===== src/rtl/kbcPkg.sv =====
package kbcPkg;
  typedef struct packed {
    logic wrCapture;   // synchronised write strobe active: sample host byte
    logic wrDone;      // host write completed this cycle
    logic wrIsCmd;     // address bit that went with the write
    logic rdDataDone;  // host data-location read completed this cycle
    logic coreRd;      // core consumed input buffer
    logic coreLoad;    // core loads output buffer
  } ctrlStrobes_t;

  localparam int STAT_OUT_FULL = 0;
  localparam int STAT_IN_FULL  = 1;
  localparam int STAT_CMD      = 3;
endpackage


===== src/rtl/kbcSync.sv =====
module kbcSync #(
  parameter int WIDTH  = 2,
  parameter int STAGES = 2
) (
  input  logic             clk,
  input  logic             rstN,
  input  logic [WIDTH-1:0] asyncIn,
  output logic [WIDTH-1:0] syncOut
);
  for (genvar b = 0; b < WIDTH; b++) begin : gBit
    logic [STAGES-1:0] chain;
    always_ff @(posedge clk) begin
      if (!rstN) chain <= '0;
      else       chain <= {chain[STAGES-2:0], asyncIn[b]};
    end
    assign syncOut[b] = chain[STAGES-1];
  end
endmodule


===== src/rtl/kbcCtrl.sv =====
module kbcCtrl
  import kbcPkg::*;
#(
  parameter int SYNC_STAGES = 2
) (
  input  logic         clk,
  input  logic         rstN,
  input  logic         hostCsN,
  input  logic         hostRdN,
  input  logic         hostWrN,
  input  logic         hostAddr,
  input  logic         coreInRead,
  input  logic         coreOutLoad,
  output ctrlStrobes_t strb
);
  localparam int N_STROBES = 2;
  localparam int IDX_WR = 0;
  localparam int IDX_RD = 1;

  logic [N_STROBES-1:0] rawAct, act, actPrev, doneEv;
  logic addrHold;

  assign rawAct[IDX_WR] = ~hostCsN & ~hostWrN;
  assign rawAct[IDX_RD] = ~hostCsN & ~hostRdN;

  kbcSync #(.WIDTH(N_STROBES), .STAGES(SYNC_STAGES)) uSync (
    .clk(clk), .rstN(rstN), .asyncIn(rawAct), .syncOut(act)
  );

  always_ff @(posedge clk) begin
    if (!rstN) begin
      actPrev  <= '0;
      addrHold <= 1'b0;
    end else begin
      actPrev <= act;
      if (|act) addrHold <= hostAddr;
    end
  end

  assign doneEv = actPrev & ~act;

  always_comb begin
    strb.wrCapture  = act[IDX_WR];
    strb.wrDone     = doneEv[IDX_WR];
    strb.wrIsCmd    = addrHold;
    strb.rdDataDone = doneEv[IDX_RD] & ~addrHold;
    strb.coreRd     = coreInRead;
    strb.coreLoad   = coreOutLoad;
  end

  // a completion event lasts a single cycle
  a_r9_single_write_event: assert property (@(posedge clk) disable iff (!rstN)
    strb.wrDone |=> !strb.wrDone);
  a_r9_single_read_event: assert property (@(posedge clk) disable iff (!rstN)
    doneEv[IDX_RD] |=> !doneEv[IDX_RD]);
endmodule


===== src/rtl/kbcDatapath.sv =====
module kbcDatapath
  import kbcPkg::*;
#(
  parameter int DATA_W = 8
) (
  input  logic              clk,
  input  logic              rstN,
  input  ctrlStrobes_t      strb,
  input  logic              hostAddr,
  input  logic [DATA_W-1:0] hostDin,
  output logic [DATA_W-1:0] hostDout,
  input  logic [DATA_W-1:0] coreOutData,
  output logic [DATA_W-1:0] coreInData,
  output logic              coreInIsCmd,
  output logic              coreInFull,
  output logic              outFull
);
  logic [DATA_W-1:0] hostByte, inBuf, outBuf, statusByte;
  logic ibf, obf, cmdFlag;

  always_ff @(posedge clk) begin
    if (!rstN) begin
      hostByte <= '0;
      inBuf    <= '0;
      outBuf   <= '0;
      ibf      <= 1'b0;
      obf      <= 1'b0;
      cmdFlag  <= 1'b0;
    end else begin
      if (strb.wrCapture) hostByte <= hostDin;
      if (strb.wrDone) begin
        inBuf   <= hostByte;
        cmdFlag <= strb.wrIsCmd;
      end
      if (strb.wrDone)      ibf <= 1'b1;
      else if (strb.coreRd) ibf <= 1'b0;
      if (strb.coreLoad) outBuf <= coreOutData;
      if (strb.coreLoad)        obf <= 1'b1;
      else if (strb.rdDataDone) obf <= 1'b0;
    end
  end

  always_comb begin
    statusByte = '0;
    statusByte[STAT_OUT_FULL] = obf;
    statusByte[STAT_IN_FULL]  = ibf;
    statusByte[STAT_CMD]      = cmdFlag;
  end

  assign hostDout    = hostAddr ? statusByte : outBuf;
  assign coreInData  = inBuf;
  assign coreInIsCmd = cmdFlag;
  assign coreInFull  = ibf;
  assign outFull     = obf;

  a_r2_write_sets_full: assert property (@(posedge clk) disable iff (!rstN)
    strb.wrDone |=> coreInFull);
  a_r4_core_read_clears: assert property (@(posedge clk) disable iff (!rstN)
    (strb.coreRd && !strb.wrDone) |=> !coreInFull);
  a_r5_load_sets_full: assert property (@(posedge clk) disable iff (!rstN)
    strb.coreLoad |=> (outFull && hostDout == $past(coreOutData)) || hostAddr);
  a_r6_data_read_clears: assert property (@(posedge clk) disable iff (!rstN)
    (strb.rdDataDone && !strb.coreLoad) |=> !outFull);
  a_r7_full_holds: assert property (@(posedge clk) disable iff (!rstN)
    (outFull && !strb.rdDataDone) |=> outFull);
endmodule


===== src/rtl/kbcHostPort.sv =====
module kbcHostPort
  import kbcPkg::*;
#(
  parameter int DATA_W      = 8,
  parameter int SYNC_STAGES = 2
) (
  input  logic              clk,
  input  logic              rstN,
  input  logic              hostCsN,
  input  logic              hostRdN,
  input  logic              hostWrN,
  input  logic              hostAddr,
  input  logic [DATA_W-1:0] hostDin,
  output logic [DATA_W-1:0] hostDout,
  input  logic              coreInRead,
  output logic [DATA_W-1:0] coreInData,
  output logic              coreInIsCmd,
  output logic              coreInFull,
  input  logic              coreOutLoad,
  input  logic [DATA_W-1:0] coreOutData,
  output logic              outFull
);
  ctrlStrobes_t strb;

  kbcCtrl #(.SYNC_STAGES(SYNC_STAGES)) uCtrl (
    .clk(clk), .rstN(rstN), .hostCsN(hostCsN), .hostRdN(hostRdN),
    .hostWrN(hostWrN), .hostAddr(hostAddr), .coreInRead(coreInRead),
    .coreOutLoad(coreOutLoad), .strb(strb)
  );

  kbcDatapath #(.DATA_W(DATA_W)) uData (
    .clk(clk), .rstN(rstN), .strb(strb), .hostAddr(hostAddr),
    .hostDin(hostDin), .hostDout(hostDout), .coreOutData(coreOutData),
    .coreInData(coreInData), .coreInIsCmd(coreInIsCmd),
    .coreInFull(coreInFull), .outFull(outFull)
  );
endmodule


===== config.mk =====
export PLATFORM = sky130hd
export DESIGN_NAME = kbcHostPort
export DESIGN_NICKNAME = d
export VERILOG_FILES = /design/src/rtl/kbcPkg.sv /design/src/rtl/kbcSync.sv /design/src/rtl/kbcCtrl.sv /design/src/rtl/kbcDatapath.sv /design/src/rtl/kbcHostPort.sv
export SDC_FILE = /design/constraint.sdc
export NUM_CORES = 1
export LEC_CHECK = 0
export BUFFER_PORTS_ARGS = -buffer_cell sky130_fd_sc_hd__buf_4
export CORE_AREA = 3 3 56 58
export DETAILED_ROUTE_END_ITERATION = 7
export DIE_AREA = 0 0 59 61
export GPL_TIMING_DRIVEN = 0
export PLACE_DENSITY = 0.77
export SLEW_MARGIN = 30
export SYNTH_ARGS = -nofsm -noshare
export SYNTH_HDL_FRONTEND = slang
export SYNTH_HIERARCHICAL = 1
export SYNTH_SLANG_ARGS = --single-unit
export TNS_END_PERCENT = 5

===== constraint.sdc =====
create_clock -name clk -period 1.8 [get_ports clk]
set_clock_uncertainty 0.1 [all_clocks]
set_input_delay 0.09 -clock clk [delete_from_list [all_inputs] [get_ports clk]]
set_output_delay 0.09 -clock clk [all_outputs]
set_load 0.02 [all_outputs]

==> results.py <==
metrics = {
    "floorplanning": {
        "die_y_um": 61,
        "die-width_um": 59,
        "ios": 43,
        "core_area_um2": 2710,
        "initial_utilization": 0.493,
        "fp.dieArea_um2": 3600,
        "number_of_rows_in_the_core_area": 19,
    },
    "timing": {
        "final-hold-violation-count": 0,
        "fmaxAchievable_mhz": 605,
        "timing.final.crit_period_ns": 1.65,
        "fin_tns_setup_ns": 0,
        "final-setup-viol-count": 0,
        "unrepaired_setup_endpoints_after_global_routing": "false",
        "final_max_slew_viol_count": 0,
        "worst_slack_ns": 0.146,
        "max_slew_headroom_at_the_worst_pin": 0.882,
        "final.hold.worst_slack_ns": 0.0840,
        "fin_crit_sh": 0.919,
        "worst-slew-pin-transition_ns": 0.173,
    },
    "status": {
        "run_status": "finished, final reports clean",
    },
    "logic_synthesis": {
        "synthMostInstantiatedCell": "sky130_fd_sc_hd__dfxtp_1",
        "synth.net_count": 143,
        "yosysWarnings": 6,
        "synth_edf_count": 0,
        "synth.largest_area_cell": "sky130_fd_sc_hd__dfxtp_1",
        "synth.area.top_cells": "sky130_fd_sc_hd__dfxtp_1 51%, sky130_fd_sc_hd__mux2i_1 19%, sky130_fd_sc_hd__nor2b_1 15%",
        "async_reset_ff_frac": 0,
        "post_synth_top_cells": "34 x sky130_fd_sc_hd__dfxtp_1, 32 x sky130_fd_sc_hd__nor2b_1, 25 x sky130_fd_sc_hd__mux2i_1",
        "synthesis.area_per_instance_um2": 11.2,
        "ys_dominant_reg_cell": "sky130_fd_sc_hd__dfxtp_1",
        "synth_top_cell_area_share": 0.510,
        "synth_cell_type_count": 16,
        "syn-cell-area_um2": 1340,
        "seq_cells_post_synth": 34,
        "synthesis.instances": 119,
        "synth.yosys.seq_area_share": 0.510,
    },
    "drt": {
        "drt_wl_total_um": 2960,
        "vias": 1060,
        "ant_nets": 0,
        "vias_per_cell": 4.69,
        "drc": 0,
        "number_of_drc_violations_after_detailed_routing_iteration_0": 21,
        "mean_routed_wirelength_per_cell_um": 13.1,
        "firstDrtPassIters": 4,
    },
    "placement": {
        "placement_setup_slack_ns": 0.580,
        "placement.cell_area_um2": 1670,
        "detailed_place_hpwl_um": 1820,
        "gp_congestion": 0.644,
        "place_inst": 190,
        "port-buffer-count": 40,
    },
    "critical_path": {
        "worst-setup-path-type": "register to register",
        "max_stage_delay_ns": 0.55,
        "timing.critical_path.cells": "buf_4 > buf_4 > mux2i_1 > nor2b_1 > dlygate4sd3_1",
        "crit_path_max_fanout": 8,
        "critical-path-top-delay-family": "buffers and inverters",
        "crit_path_start_kind": "register",
        "data_required_time_at_the_worst_endpoint_ns": 1.92,
        "critPathMostFrequentCell": "sky130_fd_sc_hd__buf_4",
        "crit_arrival_ns": 1.77,
        "cp-end-kind": "register",
        "cp_num_buf_inv": 3,
        "cpMaxStageDelayCell": "sky130_fd_sc_hd__dlygate4sd3_1",
    },
    "finish": {
        "final_cell_area_um2": 2030,
        "area_delta_synth_final_pct": 52.3,
        "antenna_cells": 0,
        "fraction_of_layout_cells_with_a_size_suffix_above_1": 0.323,
        "layout.filler_cells": 187,
        "fin_util": 0.750,
        "layout.nets": 218,
        "post_layout_nonfiller_instances": 226,
    },
    "hold_path": {
        "timing.hold.worst.class": "primary input to register",
    },
    "global_route": {
        "number_of_global_route_vias_before_repair": 1140,
        "grt_antenna_before_repair": 0,
        "grt_usage": 0.191,
        "grt_start_max_net_pins": 18,
        "grt_first_pass_wirelength_um": 5000,
        "global_route.overflow_total": 0,
    },
    "clock_network": {
        "cts_buffers": 5,
        "clock_transition_at_path_regs_ns": 0.10,
        "clock_latency_ns": 0.33,
        "clock_tree.htree_level_count": 2,
        "clockRootBuffer": "sky130_fd_sc_hd__clkbuf_4",
        "clockBufferDepth": 2,
        "tritoncts": "done",
        "postCtsResizedCells": 0,
        "clock_tree_sinks": 34,
    },
    "flow_run": {
        "timing.max_cap.violations": 0,
    },
    "power": {
        "power.static_leakage_nw": 0.885,
        "power.density_nw_per_um2": 731,
        "totalPowerFinal_mw": 1.49,
        "irDropWorstVdd_v": 0.000819,
    },
}
## kinds of logic (layout without fill, tap and decap cells)
family | count (synthesis) | in the layout | synth area share
muxes | 28 | 28 | 0.213
AOI/OAI and AO/OA | 4 | 4 | 0.0225
and+or+nand+nor | 43 | 43 | 0.200
DFF | 34 | 34 | 0.510
buffers and inverters | 10 | 86 | 0.0553
## final cells by class
cell class,instances,area [µm²],share of cell area
Buffer,10,73.8,0.0363
Clock buffer,8,78.8,0.0388
Multi-Input combinational cell,75,581,0.286
Tap cell,31,38.8,0.0191
Sequential cell,34,681,0.335
Timing Repair Buffer,68,581,0.286
## flip-flops by register name, indices dropped and copies added, names as in the netlist
signal                  cells
uData/coreInIsCmd           1
uData/outBuf                8
uCtrl/actPrev               2
uData/coreInData            8
uData/coreInFull            1
uData/hostByte              8
uData/outFull               1
uCtrl/uSync/gBit.chain      4
uCtrl/addrHold              1
## layer usage
layer,up-vias,track usage,part of all wire
met4,0,0.0971,0.029
met2,28,0.314,0.51
met5,-,0,0
met3,10,0.0745,0.050
li1,535,-,-
met1,487,0.217,0.41
## worst min-delay path: cells and delay by family
kind / cells / cell delay [ns]
AOI/OAI and AO/OA: 1 / 0.14
buffers and inverters: 2 / 0.27
## power by group
group	switching (mW)	leakage [nW]	internal [mW]
clock	0.242	0.0446	0.267
combinational	0.0716	0.564	0.122
sequential	0.00962	0.277	0.773
## worst paths after layout
| path | startpoint | to | slack [ns] | depth (start not counted) |
|---|---|---|---|---|
| setup / recovery | uCtrl/uSync/gBit[0].chain[1] | uData/hostByte[5] | 0.15 | 5 |
| hold / removal | coreOutLoad | uData/outFull | 0.08 | 3 |
| setup reg to reg | uCtrl/uSync/gBit[0].chain[1] | uData/hostByte[5] | 0.15 | 5 |
| hold reg to reg | uCtrl/uSync/gBit[0].chain[0] | uCtrl/uSync/gBit[0].chain[1] | 0.35 | 1 |
## layout by cell type (no fill, tap or decap), types with 2 or more instances in the layout
cell and instances:
sky130_fd_sc_hd__buf_4 47, sky130_fd_sc_hd__dfxtp_1 34, sky130_fd_sc_hd__nor2b_1 32, sky130_fd_sc_hd__dlygate4sd3_1 28
sky130_fd_sc_hd__mux2i_1 25, sky130_fd_sc_hd__clkbuf_4 5, sky130_fd_sc_hd__and2_1 4, sky130_fd_sc_hd__clkbuf_8 3
sky130_fd_sc_hd__mux2_2 3, sky130_fd_sc_hd__nor2_1 2, sky130_fd_sc_hd__and2_2 2, sky130_fd_sc_hd__buf_2 2
sky130_fd_sc_hd__o21a_1 2
## timing repair
action / CTS / global route
hold buffers: 28 / 0
setup buffers: 0 / 0
endpoints found under the hold margin: 26 / 0
Power figures use the tool's default switching activity.
